[config.mk]
export PLATFORM = sky130hd
export DESIGN_NAME = sertx_port
export DESIGN_NICKNAME = d
export VERILOG_FILES = /design/src/rtl/sertx_pkg.sv /design/src/rtl/sertx_regs.sv /design/src/rtl/sertx_bitclk.sv /design/src/rtl/sertx_shift.sv /design/src/rtl/sertx_status.sv /design/src/rtl/sertx_port.sv
export SDC_FILE = /design/constraint.sdc
export NUM_CORES = 1
export LEC_CHECK = 0
export BUFFER_PORTS_ARGS = -buffer_cell sky130_fd_sc_hd__buf_2
export CAP_MARGIN = 20
export CORE_MARGIN = 5
export CORE_UTILIZATION = 40
export CTS_CLUSTER_SIZE = 40
export DETAILED_ROUTE_END_ITERATION = 8
export PLACE_DENSITY = 0.62
export SLEW_MARGIN = 20
export SYNTH_ARGS = -nofsm -noshare
export SYNTH_HDL_FRONTEND = slang
export SYNTH_SLANG_ARGS = --single-unit
[constraint.sdc]
create_clock -name clk -period 3.2 [get_ports clk]
set_input_delay 0.48 -clock clk [delete_from_list [all_inputs] [get_ports clk]]
set_output_delay 0.48 -clock clk [all_outputs]
set_load 0.1 [all_outputs]
[src/rtl/sertx_pkg.sv]
`timescale 1ns/1ps
package sertx_pkg;

    localparam int WORD_W = 16;
    localparam int BUS_AW = 12;

    // Word addresses decoded by software.
    localparam logic [BUS_AW-1:0] RA_CTRL  = 12'h800;
    localparam logic [BUS_AW-1:0] RA_PARAM = 12'h801;
    localparam logic [BUS_AW-1:0] RA_DIV   = 12'h805;
    localparam logic [BUS_AW-1:0] RA_STAT  = 12'h806;
    localparam logic [BUS_AW-1:0] RA_TXD   = 12'h820;

    localparam int ST_RDY_BIT = 4;
    localparam int ST_UND_BIT = 5;

    // Control word: bit 1 soft reset, bit 0 clock enable.
    typedef struct packed {
        logic soft_rst;
        logic clk_en;
    } ctrl_t;

    typedef enum logic {
        SH_IDLE = 1'b0,
        SH_BUSY = 1'b1
    } shift_state_e;

    typedef struct packed {
        logic ready;
        logic underflow;
    } flags_t;

    // Bus side effects handed from the register file to the datapath.
    typedef struct packed {
        logic              load_tx;
        logic              clr_rdy;
        logic [WORD_W-1:0] data;
    } bus_evt_t;

    function automatic logic [WORD_W-1:0] pack_status(input flags_t f);
        logic [WORD_W-1:0] s;
        s = '0;
        s[ST_RDY_BIT] = f.ready;
        s[ST_UND_BIT] = f.underflow;
        return s;
    endfunction

endpackage

[src/rtl/sertx_regs.sv]
`timescale 1ns/1ps
module sertx_regs
    import sertx_pkg::*;
#(
    parameter int DIV_W   = 8,
    parameter int PARAM_W = 8,
    parameter int DIV_RST = 2
) (
    input  logic                clk,
    input  logic                rst,
    input  logic                bus_sel,
    input  logic                bus_wr,
    input  logic [BUS_AW-1:0]   bus_addr,
    input  logic [WORD_W-1:0]   bus_wdata,
    input  flags_t              flags,
    output ctrl_t               ctrl_q,
    output logic [PARAM_W-1:0]  param_q,
    output logic [DIV_W-1:0]    div_q,
    output bus_evt_t            evt,
    output logic [WORD_W-1:0]   bus_rdata
);

    localparam int CTRL_W = $bits(ctrl_t);

    logic wr_en;
    logic rd_en;

    assign wr_en = bus_sel && bus_wr;
    assign rd_en = bus_sel && !bus_wr;

    always_ff @(posedge clk) begin
        if (rst) begin
            ctrl_q  <= '0;
            param_q <= '0;
            div_q   <= DIV_W'(DIV_RST);
        end else if (wr_en) begin
            case (bus_addr)
                RA_CTRL:  ctrl_q  <= ctrl_t'(bus_wdata[CTRL_W-1:0]);
                RA_PARAM: param_q <= bus_wdata[PARAM_W-1:0];
                RA_DIV:   div_q   <= bus_wdata[DIV_W-1:0];
                default:  ;
            endcase
        end
    end

    always_comb begin
        evt.load_tx = wr_en && (bus_addr == RA_TXD);
        evt.clr_rdy = wr_en && (bus_addr == RA_STAT) && bus_wdata[ST_RDY_BIT];
        evt.data    = bus_wdata;
    end

    always_comb begin
        bus_rdata = '0;
        if (rd_en) begin
            case (bus_addr)
                RA_CTRL:  bus_rdata = {{(WORD_W-CTRL_W){1'b0}}, ctrl_q};
                RA_PARAM: bus_rdata = {{(WORD_W-PARAM_W){1'b0}}, param_q};
                RA_DIV:   bus_rdata = {{(WORD_W-DIV_W){1'b0}}, div_q};
                RA_STAT:  bus_rdata = pack_status(flags);
                default:  bus_rdata = '0;
            endcase
        end
    end

endmodule

[src/rtl/sertx_bitclk.sv]
`timescale 1ns/1ps
module sertx_bitclk #(
    parameter int DIV_W = 8
) (
    input  logic             clk,
    input  logic             rst,
    input  logic             run,
    input  logic [DIV_W-1:0] div,
    output logic             rise_evt,
    output logic             sclk
);

    localparam logic [DIV_W-1:0] MIN_DIV = DIV_W'(2);

    logic [DIV_W-1:0] eff;
    logic [DIV_W-1:0] last;
    logic [DIV_W-1:0] cnt;

    assign eff  = (div < MIN_DIV) ? MIN_DIV : div;
    assign last = eff - 1'b1;

    // Parked at terminal count while stopped, so the first edge after
    // enable is a real rising edge that can carry data.
    always_ff @(posedge clk) begin
        if (rst) begin
            cnt <= '0;
        end else if (!run) begin
            cnt <= last;
        end else if (cnt >= last) begin
            cnt <= '0;
        end else begin
            cnt <= cnt + 1'b1;
        end
    end

    assign rise_evt = run && (cnt >= last);
    assign sclk     = run && (cnt < (eff >> 1));

endmodule

[src/rtl/sertx_shift.sv]
`timescale 1ns/1ps
module sertx_shift
    import sertx_pkg::*;
#(
    parameter int W        = 16,
    parameter int READY_AT = 3,
    localparam int CNT_W   = $clog2(W)
) (
    input  logic             clk,
    input  logic             rst,
    input  logic             srst,
    input  logic             rise_evt,
    input  bus_evt_t         evt,
    output logic             sdata,
    output logic             fsync,
    output logic             set_rdy,
    output logic             set_und,
    output logic [CNT_W-1:0] bitcnt
);

    localparam logic [CNT_W-1:0] LAST_BIT = CNT_W'(W - 1);
    localparam logic [CNT_W-1:0] RDY_PRE  = CNT_W'(READY_AT - 1);

    shift_state_e   state;
    logic [W-1:0]   shreg;
    logic [W-1:0]   hold_q;
    logic           hold_full;
    logic           busy;
    logic           at_end;
    logic           load;

    assign busy   = (state == SH_BUSY);
    assign at_end = busy && (bitcnt == LAST_BIT);
    assign load   = rise_evt && hold_full && (!busy || at_end);

    always_ff @(posedge clk) begin
        if (rst || srst) begin
            state     <= SH_IDLE;
            shreg     <= '0;
            bitcnt    <= '0;
            hold_q    <= '0;
            hold_full <= 1'b0;
        end else begin
            if (evt.load_tx) begin
                hold_q    <= evt.data[W-1:0];
                hold_full <= 1'b1;
            end else if (load) begin
                hold_full <= 1'b0;
            end

            if (load) begin
                shreg  <= hold_q;
                bitcnt <= '0;
                state  <= SH_BUSY;
            end else if (rise_evt && busy) begin
                if (at_end) begin
                    state <= SH_IDLE;
                end else begin
                    shreg  <= {shreg[W-2:0], 1'b0};
                    bitcnt <= bitcnt + 1'b1;
                end
            end
        end
    end

    assign set_rdy = rise_evt && busy && (bitcnt == RDY_PRE) && !hold_full;
    assign set_und = rise_evt && at_end && !hold_full;

    assign sdata = busy && shreg[W-1];
    assign fsync = busy && (bitcnt == '0);

endmodule

[src/rtl/sertx_status.sv]
`timescale 1ns/1ps
module sertx_status
    import sertx_pkg::*;
(
    input  logic   clk,
    input  logic   rst,
    input  logic   srst,
    input  logic   set_rdy,
    input  logic   set_und,
    input  logic   clr_rdy,
    output flags_t flags
);

    always_ff @(posedge clk) begin
        if (rst || srst) begin
            flags <= '0;
        end else begin
            if (set_rdy) begin
                flags.ready <= 1'b1;
            end else if (clr_rdy) begin
                flags.ready <= 1'b0;
            end
            if (set_und) begin
                flags.underflow <= 1'b1;
            end
        end
    end

endmodule

[src/rtl/sertx_port.sv]
`timescale 1ns/1ps
module sertx_port
    import sertx_pkg::*;
#(
    parameter int DIV_W    = 8,
    parameter int PARAM_W  = 8,
    parameter int DIV_RST  = 2,
    parameter int READY_AT = 3
) (
    input  logic        clk,
    input  logic        rst,
    input  logic        bus_sel,
    input  logic        bus_wr,
    input  logic [11:0] bus_addr,
    input  logic [15:0] bus_wdata,
    output logic [15:0] bus_rdata,
    output logic        ser_clk_o,
    output logic        ser_fsync_o,
    output logic        ser_data_o
);

    localparam int CNT_W = $clog2(WORD_W);

    ctrl_t              ctrl_q;
    logic [PARAM_W-1:0] param_q;
    logic [DIV_W-1:0]   div_q;
    bus_evt_t           evt;
    flags_t             flags;
    logic               soft_rst;
    logic               run;
    logic               rise_evt;
    logic               set_rdy;
    logic               set_und;
    logic [CNT_W-1:0]   shift_bitcnt;

    assign soft_rst = ctrl_q.soft_rst;
    assign run      = ctrl_q.clk_en && !ctrl_q.soft_rst;

    sertx_regs #(
        .DIV_W   (DIV_W),
        .PARAM_W (PARAM_W),
        .DIV_RST (DIV_RST)
    ) u_regs (
        .clk       (clk),
        .rst       (rst),
        .bus_sel   (bus_sel),
        .bus_wr    (bus_wr),
        .bus_addr  (bus_addr),
        .bus_wdata (bus_wdata),
        .flags     (flags),
        .ctrl_q    (ctrl_q),
        .param_q   (param_q),
        .div_q     (div_q),
        .evt       (evt),
        .bus_rdata (bus_rdata)
    );

    sertx_bitclk #(
        .DIV_W (DIV_W)
    ) u_bitclk (
        .clk      (clk),
        .rst      (rst),
        .run      (run),
        .div      (div_q),
        .rise_evt (rise_evt),
        .sclk     (ser_clk_o)
    );

    sertx_shift #(
        .W        (WORD_W),
        .READY_AT (READY_AT)
    ) u_shift (
        .clk      (clk),
        .rst      (rst),
        .srst     (soft_rst),
        .rise_evt (rise_evt),
        .evt      (evt),
        .sdata    (ser_data_o),
        .fsync    (ser_fsync_o),
        .set_rdy  (set_rdy),
        .set_und  (set_und),
        .bitcnt   (shift_bitcnt)
    );

    sertx_status u_status (
        .clk     (clk),
        .rst     (rst),
        .srst    (soft_rst),
        .set_rdy (set_rdy),
        .set_und (set_und),
        .clr_rdy (evt.clr_rdy),
        .flags   (flags)
    );

endmodule

==> results_dict.tcl <==
set metrics [dict create \
    worst_pin_slew_ps 768 \
    fin_ws_ps 201 \
    worstSetupPathType "flip-flop to flip-flop" \
    grt_pass1_wl_mm 15.1 \
    initial_core_util_pct 40.9 \
    synth_area_leaders "dfxtp_1 37%, mux2i_1 11%, ha_1 6.7%" \
    drt_iter0_markers 143 \
    place_area_mm2 0.00390 \
    cts_tree "yes" \
    synth_largest_area_cell "dfxtp_1" \
    area_growth_pct 16.7 \
    mostFrequentLayoutCells "66 x dfxtp_1, 52 x nand2_1, 42 x buf_2, 38 x nor2_1, 38 x mux2i_1" \
    path_cells "nor4_2 -> buf_4 -> a21oi_1 -> ha_1 -> ha_1 -> a2111o_1 -> and3b_4 -> or4_4 -> o22ai_1" \
    avgSynthCellArea_um2 8.66 \
    critPathLaunchType "flip-flop" \
    netlist.area_leader.share_pct 37.1 \
    finalSetupTns_ps 0 \
    maxSlewViolCount 0 \
    core_area_mm2 0.00872 \
    seq_area_frac_synth_pct 37.1 \
    postCtsSetupRepairBufs 0 \
    rsz0062_at_grt "false" \
    crit_arrival_ps 3260 \
    cts_buffer_depth 2 \
    insertion_delay_ps 340 \
    cpMaxStageDelayCell "or4_4" \
    cts_buffers 9 \
    synth_flop_cell "dfxtp_1" \
    synthCells 412 \
    routabilityCongestion 0.853 \
    synth_edf_count 0 \
    cp-end-kind "flip-flop" \
    cp_slowest_stage_delay_ps 540 \
    row_count 34 \
    avgViaCountPerCell 5.41 \
    fin_area_mm2 0.00416 \
    irDropWorstVdd_mv 0.235 \
    finalHoldViolations 0 \
    run_status "complete, no violations" \
    period_share_pct 93.7 \
    cap_violations 0 \
    num-nets-final 508 \
    path_common_cell "ha_1" \
    overflow 0 \
    die_x_um 104 \
    finalSetupViolCount 0 \
    ys_warn_count 0 \
    pre_cts_ws_ps 109 \
    final.setup_skew_ps 8.70 \
    place_hpwl_mm 6.42 \
    vias 3084 \
    wirelength_mm 8.98 \
    path_clk_slew_ps 80 \
    cts.htree.levels 3 \
    grt_usage_pct 16.7 \
    crit_required_ps 3470 \
    ys_types 57 \
    filler_cell_count 843 \
    mostFrequentLayoutCell "dfxtp_1" \
    max_freq_mhz 333 \
    detail_route.first_pass.iterations 4 \
    wl_per_cell_um 15.8 \
    cts.sinks 66 \
    critPathTopFamily "simple AND/OR/NAND/NOR gates" \
    period_needed_ps 3000 \
    portBuffers 42 \
    powerDensity_mw_per_mm2 436 \
    synthesis.area_mm2 0.00357 \
    path_max_fanout 8 \
    first_global_vias 3017 \
    die_h_um 104 \
    n_antenna_cell 0 \
    relSlewSlack_pct 48.4 \
    post-route-drc-count 0 \
    crit_buf_inv 1 \
    clockRootBuffer "clkbuf_8" \
    worst_hold_slack_ps 364 \
    synth_seq_cells 66 \
    ios 51 \
    min_path_type "input port to flip-flop" \
    grt_max_degree 35 \
    ant_nets 0 \
    postSynth.asyncResetShare_pct 0 \
    drive_above_1_share_pct 19.5 \
    leakage_uw 0.00155 \
    rrSetupSlack_ps 200 \
    antenna_found_initial 0 \
    die_area_mm2 0.0109 \
]
## sequential cells by signal, summed over array words and instances (netlist names), 2 cells and up
register,cells
u_regs.ctrl_q,2
u_regs.div_q,8
u_bitclk.cnt,8
u_shift.shreg,16
u_status.flags,2
u_shift.hold_q,16
u_shift.bitcnt,4
u_regs.param_q,8
## layout make-up
type	instances	area, um^2	area share (%)
clock buffer	9	124	2.98
clock inverter	7	125	3.01
inverter	11	41.3	0.992
multi-input combinational	313	2100	50.5
sequential	66	1320	31.7
tap	108	135	3.25
timing repair buffer	56	315	7.58
## kinds of logic (layout without fill, tap and decap cells)
logic type	count (synthesis)	after routing	synth area share (%)
xor gates and xnor gates	9	9	2.21
DFF	66	66	37.1
and+or+nand+nor	157	157	22.8
muxes	40	40	11.3
other	1	8	0.105
AOI/OAI and AO/OA	80	80	14.4
buffers and inverters	40	83	5.40
adders and majority gates	19	19	6.67
## per-stage QoR
stage | instances | util, % | total power (uW)
after floorplan | 419 | - | 924
after global placement | 554 | 44.8 | 953
after detailed placement | 554 | 44.8 | 954
after CTS | 570 | 47.6 | 1830
after global routing | 570 | 47.7 | 1880
final | 570 | 47.7 | 1820
## final timing paths
check / startpoint / endpoint / cells past startpoint
setup / recovery: u_regs.div_q[3]$_SDFFE_PP0P_ / u_bitclk.cnt[1]$_SDFF_PP0_ / 9
hold / removal: bus_wdata[12] / u_shift.hold_q[12]$_SDFFE_PP0P_ / 3
setup reg to reg: u_regs.div_q[3]$_SDFFE_PP0P_ / u_bitclk.cnt[1]$_SDFF_PP0_ / 9
hold reg to reg: u_shift.hold_q[10]$_SDFFE_PP0P_ / u_shift.hold_q[10]$_SDFFE_PP0P_ / 2
## synthesized netlist by cell type (all sizes together), types with 2 or more instances
library cell  count
and3b             2
a22oi             2
and3              4
nand3            10
buf              15
mux2i            38
nor2             39
o21a              2
nor2b             3
xor2              2
a211oi            2
dfxtp            66
mux2              2
nor4b             3
inv              11
or2               4
nor3              4
a21oi            25
nand2            52
clkbuf           14
o22ai             9
o21ai             9
xnor2             7
o21bai            2
nand2b            6
ha               19
nand4b            2
a31oi             4
o31ai            14
and2              3
nor4              3
nand4            20
## tightest hold or removal path, stage by stage
cell,delay [ps]
buf_2,90
nand2_1,40
a21oi_1,50
## power breakdown
group          leakage (uW)  switching, uW  internal (uW)
Combinational      0.000896           85.8           27.0
Sequential         0.000532          0.837            821
Clock              0.000124            355            526
Total               0.00155            442           1370
## repair_timing
item | in CTS | in global routing
endpoints found under the setup margin | 0 | 24
gates resized for setup | 0 | 3
endpoints found under the hold margin | 0 | 0
hold buffers | 0 | 0
## metal layers
| metal | up-vias | global-route usage (%) | wire [um] |
|---|---|---|---|
| met2 | 90 | 26.0 | 4050 |
| met3 | 8 | 2.61 | 449 |
| met5 | - | 0 | 0 |
| met1 | 1429 | 23.5 | 4400 |
| met4 | 0 | 5.27 | 80 |
| li1 | 1557 | - | - |
No activity file was read; power rests on OpenSTA's default activity.
